**config.mk**
```make
export PLATFORM = sky130hd
export DESIGN_NAME = burst_addr_gen
export DESIGN_NICKNAME = d
export VERILOG_FILES = /design/src/rtl/bag_pkg.sv /design/src/rtl/bag_geom.sv /design/src/rtl/bag_step.sv /design/src/rtl/burst_addr_gen.sv
export SDC_FILE = /design/constraint.sdc
export NUM_CORES = 1
export LEC_CHECK = 0
export BUFFER_PORTS_ARGS = -buffer_cell sky130_fd_sc_hd__buf_2
export CELL_PAD_IN_SITES_DETAIL_PLACEMENT = 1
export CELL_PAD_IN_SITES_GLOBAL_PLACEMENT = 2
export CORE_MARGIN = 1.5
export CORE_UTILIZATION = 38
export CTS_CLUSTER_DIAMETER = 50
export DETAILED_ROUTE_END_ITERATION = 8
export HOLD_SLACK_MARGIN = 0.06
export PLACE_DENSITY_LB_ADDON = 0.05
export REMOVE_ABC_BUFFERS = 1
export SLEW_MARGIN = 20
export SYNTH_ARGS = -nofsm -noshare
export SYNTH_HDL_FRONTEND = slang
export SYNTH_HIERARCHICAL = 1
export SYNTH_SLANG_ARGS = --single-unit
```
**constraint.sdc**
```tcl
create_clock -name clk -period 4.2 [get_ports clk]
set_input_delay 0.84 -clock clk [delete_from_list [all_inputs] [get_ports clk]]
set_output_delay 0.84 -clock clk [all_outputs]
set_load 0.02 [all_outputs]
```
**src/rtl/bag_pkg.sv**
```systemverilog
package bag_pkg;
    typedef enum logic [1:0] {
        BC_4   = 2'd0,
        BC_8   = 2'd1,
        BC_16  = 2'd2,
        BC_RSV = 2'd3
    } beat_cnt_e;

    typedef enum logic [1:0] {
        SZ_BYTE = 2'd0,
        SZ_HALF = 2'd1,
        SZ_WORD = 2'd2,
        SZ_RSV  = 2'd3
    } beat_size_e;

    // log2 of the smallest beat count (4)
    localparam int MIN_BEATS_LG = 2;
    // beat counter wide enough for the largest count (16)
    localparam int CNT_W = MIN_BEATS_LG + 2;
endpackage

```
**src/rtl/bag_geom.sv**
```systemverilog
// Decodes the request codes into block mask, step and beat index.
module bag_geom
    import bag_pkg::*;
#(
    parameter int ADDR_W = 32
) (
    input  logic [1:0]        beats_i,
    input  logic [1:0]        size_i,
    output logic              legal_o,
    output logic [ADDR_W-1:0] mask_o,
    output logic [ADDR_W-1:0] step_o,
    output logic [CNT_W-1:0]  last_idx_o
);
    beat_cnt_e  bc;
    beat_size_e sz;
    int unsigned blk_lg;

    always_comb begin
        bc         = beat_cnt_e'(beats_i);
        sz         = beat_size_e'(size_i);
        legal_o    = (bc != BC_RSV) && (sz != SZ_RSV);
        blk_lg     = MIN_BEATS_LG + 32'(beats_i) + 32'(size_i);
        mask_o     = (ADDR_W'(1) << blk_lg) - ADDR_W'(1);
        step_o     = ADDR_W'(1) << size_i;
        last_idx_o = CNT_W'((32'd1 << (MIN_BEATS_LG + 32'(beats_i))) - 32'd1);
    end
endmodule

```
**src/rtl/bag_step.sv**
```systemverilog
// Next beat address: bits inside the block mask take the sum, bits above hold in wrap mode.
module bag_step #(
    parameter int ADDR_W = 32
) (
    input  logic [ADDR_W-1:0] cur_i,
    input  logic [ADDR_W-1:0] step_i,
    input  logic [ADDR_W-1:0] mask_i,
    input  logic              wrap_i,
    output logic [ADDR_W-1:0] nxt_o
);
    logic [ADDR_W-1:0] sum;

    assign sum = cur_i + step_i;

    for (genvar i = 0; i < ADDR_W; i++) begin : g_bit
        assign nxt_o[i] = (wrap_i && !mask_i[i]) ? cur_i[i] : sum[i];
    end
endmodule

```
**src/rtl/burst_addr_gen.sv**
```systemverilog
module burst_addr_gen
    import bag_pkg::*;
#(
    parameter int ADDR_W = 32
) (
    input  logic              clk,
    input  logic              rst_n,
    input  logic              start_i,
    input  logic [ADDR_W-1:0] addr_i,
    input  logic [1:0]        beats_i,
    input  logic [1:0]        size_i,
    input  logic              wrap_i,
    input  logic              ready_i,
    output logic              busy_o,
    output logic [ADDR_W-1:0] addr_o,
    output logic              last_o,
    output logic              err_o
);
    typedef struct packed {
        logic              busy;
        logic              wrap;
        logic              err;
        logic [CNT_W-1:0]  cnt;
        logic [ADDR_W-1:0] addr;
        logic [ADDR_W-1:0] mask;
        logic [ADDR_W-1:0] step;
    } st_t;

    st_t st_d, st_q;

    logic              req_legal;
    logic [ADDR_W-1:0] req_mask;
    logic [ADDR_W-1:0] req_step;
    logic [CNT_W-1:0]  req_last_idx;
    logic              req_misal;
    logic [ADDR_W-1:0] nxt_addr;

    // signals seen by the bound checker
    logic              wrap_q;
    logic [ADDR_W-1:0] mask_q;

    bag_geom #(.ADDR_W(ADDR_W)) u_geom (
        .beats_i    (beats_i),
        .size_i     (size_i),
        .legal_o    (req_legal),
        .mask_o     (req_mask),
        .step_o     (req_step),
        .last_idx_o (req_last_idx)
    );

    bag_step #(.ADDR_W(ADDR_W)) u_step (
        .cur_i  (st_q.addr),
        .step_i (st_q.step),
        .mask_i (st_q.mask),
        .wrap_i (st_q.wrap),
        .nxt_o  (nxt_addr)
    );

    assign req_misal = |(addr_i & (req_step - ADDR_W'(1)));

    always_comb begin
        st_d     = st_q;
        st_d.err = 1'b0;
        if (!st_q.busy) begin
            if (start_i) begin
                if (!req_legal || req_misal) begin
                    st_d.err = 1'b1;
                end else begin
                    st_d.busy = 1'b1;
                    st_d.wrap = wrap_i;
                    st_d.cnt  = req_last_idx;
                    st_d.addr = addr_i;
                    st_d.mask = req_mask;
                    st_d.step = req_step;
                end
            end
        end else if (ready_i) begin
            if (st_q.cnt == '0) begin
                st_d.busy = 1'b0;
            end else begin
                st_d.addr = nxt_addr;
                st_d.cnt  = st_q.cnt - CNT_W'(1);
            end
        end
    end

    always_ff @(posedge clk) begin
        if (!rst_n) begin
            st_q <= '0;
        end else begin
            st_q <= st_d;
        end
    end

    assign busy_o = st_q.busy;
    assign addr_o = st_q.addr;
    assign last_o = st_q.busy && (st_q.cnt == '0);
    assign err_o  = st_q.err;
    assign wrap_q = st_q.wrap;
    assign mask_q = st_q.mask;
endmodule

```
# Yosys cells after proc, flatten, opt, wreduce, memory -nomap -nowiden
# Index checks and enable logic that the tools add are counted.
classes:
  add_sub_neg: 7
  eq_ne: 37
  shifts: 3
  mux: 42
  n_bitwise: 5
  n_reduce_logical: 106
ops:
  columns: ["op", "count"]
  rows:
  - ["$reduce_and 5->1", 32]
  - ["$mux 36", 3]
  - ["$mux 103", 1]
  - ["$mux 100", 1]
  - ["$ne 2x2->1 const B", 37]
  - ["$mux 1", 36]
  - ["$logic_and 1x1->1", 34]
  - ["$logic_not 1->1", 33]
  - ["$add 32x2->32", 1]
  - ["$add 32x32->32", 1]
  - ["$and 32x32->32", 1]
  - ["$reduce_or 32->1", 1]
  - ["$shl 1x2->32 const A", 1]
  - ["$shl 1x32->32 const A", 1]
  - ["$shl 1x32->4 const A", 1]
  - ["$sub 32x1->32 const B", 1]
  - ["$sub 32x2->32 const B", 1]
  - ["$sub 4x1->4 const B", 2]
  - ["$logic_not 4->1", 1]
  - ["$not 1->1", 4]
  - ["$reduce_and 4->1", 1]
  - ["$add 2x2->3 const A", 1]
  - ["$reduce_and 3->1", 1]
  - ["$reduce_or 3->1", 1]
  - ["other kinds (3)", 3]
word_totals:
  reg_bits: 103
  input_bits: 41
  out_inout_bits: 35
  wordCells: 238

# Depth between registers and ports, before layout
logic_depth:
  word_depth: 8
  mapped_depth: 15
  ltp_nobuf: 12

# Hierarchy
# The synthesis kept the hierarchy.
modules_own_cells:
  columns: ["module", "instances", "cells_each", "area_each_um2", "seq_area_each_um2"]
  rows:
  - ["burst_addr_gen", 1, 507, 5106.1, 2062.0]
  - ["bag_step", 1, 304, 2203.4, 0.0]
  - ["bag_geom", 1, 134, 928.4, 0.0]

# Worst setup path after synthesis
# No wires, ideal clock.
synth_timing:
  kind: "input -> register"
  start: "input size_i[0]"
  end: "register st_q, in the netlist mask_q[0]"
  setup_time_ps: 116
  t_arrival_ps: 3780
  required_time_ps: 4084
  slack_ps: 304
  path_stages: 15
  path_buffers: 5
  path_cell_list: "nor2b_1 > or4_1 > clkbuf_1 > or4_1 > buf_2 > buf_4 > nor4_1 > xor2_1 > a22oi_1 > and4_1 > nand4_1 > buf_4 > buf_2 > mux2i_1 > nor2b_1"
synth_via:
  elab_chain_cells: 7
  elab_cells_between_ends: 13
  cone_classes: "add/sub (3); eq/ne (1); shift (2); bitwise (2); reduce/logical (5)"
synth_rtl:
  columns: ["item", "line", "text"]
  rows:
  - ["from (decl)", "burst_addr_gen.sv:11", "input logic [1:0] size_i,"]
  - ["parallel branches: the longest is 7 deep, another holds $add 32x2->32", null, null]
  - ["to (signal assigned)", "burst_addr_gen.sv:91", "st_q <= st_d;"]
  - ["to (decl)", "burst_addr_gen.sv:29", "st_t st_d, st_q;"]
# Several ways; the timed one is not identified.
# A chain may end at the register's enable or synchronous reset.

# Worst setup path in the final report
layout_timing:
  start: "input size_i[0]"
  end: "register st_q, in the netlist mask_q[8]"
layout_via:
  elab_chain_cells: 7
  elab_cells_between_ends: 13
  cone_classes: "add/sub (3); eq/ne (1); shift (2); bitwise (2); reduce/logical (5)"
layout_rtl:
  columns: ["item", "line", "text"]
  rows:
  - ["$shl 1x2->32", "bag_geom.sv:24", "step_o = ADDR_W'(1) << size_i;"]
  - ["named net req_step[1]", "burst_addr_gen.sv:33", "logic [ADDR_W-1:0] req_step;"]
  - ["$sub 32x1->32", "burst_addr_gen.sv:59", "assign req_misal = |(addr_i & (req_step - ADDR_W'(1)));"]
  - ["$and 32x32->32", "burst_addr_gen.sv:59", null]
  - ["$reduce_or 32->1", "burst_addr_gen.sv:59", null]
  - ["$logic_or 1x1->1", "burst_addr_gen.sv:66", "if (!req_legal || req_misal) begin"]
  - ["$not 1->1 (no line)", null, null]
  - ["$reduce_and 3->1 (no line)", null, null]
# The timed path passes the listed nets, and every way through them passes these cells.

==> results.yml <==
placed_design:
  io_buffer_count: 75
  dp_hpwl_microns: 20340
  dp_cells: 1243
  gp_congestion: 0.9367
global_route:
  grt_max_degree: 56
  grt_pass1_wl_microns: 41700
  grt_util_all_layers_pct: 24.06
  grt-ovfl-total: 0
  antenna_found_initial: 1
  grt_pass1_vias: 7401
timing:
  setup_tns_ns: 0
  min_period_over_period_pct: 95.25
  fmax_ghz: 0.2500
  finalHoldViolCount: 0
  finalCriticalPeriod_ns: 4.001
  setup_violations: 0
  max_slew_margin_pct: 24.39
  skew_ns: 0.009167
  slew_viol_final: 0
  worst_pin_slew_ns: 1.127
  whs_ns: 0.5089
  rsz0062_at_grt: "no"
worst_setup_path:
  crit_start: "size_i[0]"
  path_depth: 13
  r2r_start: "addr_o[0]$_SDFFE_PN0P_"
  critical_path_class: "input pin to register"
  start_kind: "input pin"
  end_kind: "register"
  critPathMaxFanout: 27
  slowest_stage: "or4_1"
  crit_buf_inv: 3
  critPathCapture: "mask_q[8]$_SDFFE_PN0P_"
  worst-r2r-setup-slack_ns: 0.78
  crit_required_ns: 4.45
  slowest_delay_ns: 0.57
  r2r_cells: 12
  r2r_end: "addr_o[28]$_SDFFE_PN0P_"
  path_cells: "buf_2 > nor2b_1 > or4_1 > or4_1 > nor4b_1 > xor2_1 > a222oi_1 > and4_1 > nand4_1 > buf_4 > buf_4 > mux2i_1 > nor2b_1"
  arrival_ns: 4.25
  crit_family: "simple AND/OR/NAND/NOR gates"
finish:
  layout_common_cells: "103 x dfxtp_1, 75 x buf_2, 72 x nor2b_1, 68 x mux2i_1, 41 x ha_1"
  final_common_cell: "dfxtp_1"
  fin_nets: 1063
  fin_cells: 1259
  syn_to_final_growth_pct: 9.113
  num_antenna_cells: 0
  layout-drive-gt1-share_pct: 17.99
  fin_util_pct: 42.49
drt:
  via_count: 7067
  wl_microns: 26550
  drcViolationCount: 0
  drtAntennaViolNets: 0
  wire_per_inst_microns: 21.09
  via_per_inst: 5.613
  drtIter0Drc: 341
  drt_pass1_iterations: 5
die:
  die_y_microns: 150.2
  pin_count: 76
  rows: 53
  fp.dieW_microns: 150.2
  die_area_sq_mm: 0.02257
  start_util_pct: 38.94
  core_area_sq_mm: 0.02115
job:
  maxCapViolations: 0
status:
  status: "finished clean"
synth:
  synth-seq-area-share_pct: 25.03
  syn_area_sq_mm: 0.008238
  synth-xor-area-share_pct: 6.258
  synth-compound-area-share_pct: 24.83
  synth_area_leaders: "dfxtp_1 25%, mux2i_1 8.3%, ha_1 6.2%"
  synth_cell_type_count: 85
  synth_mux_area_share_pct: 9.948
  synth_edf_count: 0
  avgSynthCellArea_sq_um: 8.717
  yosysWarnings: 6
  netlist_instances: 945
  synth_top_area_cell: "dfxtp_1"
  synthAdderAreaFrac_pct: 6.713
  yosys.area_share.simple_pct: 17.24
  synth_top_area_share_pct: 25.03
  synth_top_family_by_area: "compound AO/OA/AOI/OAI gates"
  synth_ff_type: "dfxtp_1"
  ys_seq_elements: 103
  synthArstFlopShare_pct: 0
min_path:
  holdCritStartpoint: "addr_o[31]$_SDFFE_PN0P_"
  hold_class: "register to register"
clock_network:
  cts-root-buf: "clkbuf_16"
  cts_tree: "yes"
  postCtsHoldBufs: 0
  htreeDepth: 3
  cts_buffers: 9
  cts.clk_slew.worst_paths_ns: 0.07
  clk_latency_ns: 0.37
  numClockSinks: 103
  cts_post_setup_buffers_inserted: 0
  clock_path_buffers: 2
power:
  p_leak_nw: 4.250
  power_density_mw_per_mm2: 250.2
  ir_worst_vdd_v: 0.0001990
[Yosys cell counts (all sizes together), types with 30 or more instances]
cell	count
nand2	39
a21oi	38
buf	87
nor2b	72
o21ai	48
xnor2	34
o21a	37
dfxtp	103
nor2	40
mux2i	68
o221a	36
clkbuf	30
ha	41
[per-layer routing]
metal / vias to the layer above / GRT usage (%) / part of all wire, %
li1: 3416 / - / -
met1: 3496 / 32.63 / 49
met2: 124 / 40.41 / 46
met3: 31 / 3.242 / 2.9
met4: 0 / 5.343 / 1.6
met5: - / 0 / 0
[flip-flops by register name, indices dropped and copies added, names as in the netlist]
register  cells
mask_q       32
wrap_q        1
addr_o       32
err_o         1
busy_o        1
st_q         36
[timing repair]
action,in CTS,in global routing
gates resized for setup,0,2
setup endpoints to repair,0,73
endpoints found under the hold margin,0,0
[stage by stage]
| step | cell area, sq um | total power, W | setup WS [ns] |
|---|---|---|---|
| floorplan | 7622 | 0.001199 | -4.223 |
| global placement | 8662 | 0.001322 | -0.04924 |
| detailed placement | 8662 | 0.001329 | -0.2440 |
| CTS | 8976 | 0.002259 | 0.06879 |
| global route | 8989 | 0.002344 | 0.01321 |
| finish | 8989 | 0.002249 | 0.1993 |
[where the power goes]
part           internal (W)  switching [W]  total (W)
logic              0.000137       0.000208   0.000345
registers          0.000976    0.000000168   0.000976
clock network      0.000521       0.000406   0.000928
[how the worst min path moves through the flow]
| stage | to | cells past startpoint | slack, ns |
|---|---|---|---|
| global placement | mask_q[12]$_SDFFE_PN0P_ | 2 | 0.49 |
| detailed placement | addr_o[31]$_SDFFE_PN0P_ | 1 | 0.50 |
| floorplan | mask_q[15]$_SDFFE_PN0P_ | 2 | 0.48 |
| CTS | addr_o[31]$_SDFFE_PN0P_ | 1 | 0.52 |
| global route | addr_o[31]$_SDFFE_PN0P_ | 1 | 0.55 |
| finish | addr_o[31]$_SDFFE_PN0P_ | 1 | 0.51 |
[final cells by class]
class                           instances  area, sq um
Clock inverter                          6        85.08
Fill cell                            2520        12170
Multi-Input combinational cell        728         5484
Timing Repair Buffer                  112        690.7
Tap cell                              275        344.1
Clock buffer                           10        229.0
Inverter                               25        93.84
Sequential cell                       103         2062
[kinds of logic after synthesis]
group           after synthesis
compound gates              262
simple gates                255
flops                       103
mux                          80
buf+inv                     142
fa+ha+maj                    43
other cells                   2
xor+xnor                     58
(Power assumes the default switching activity.)
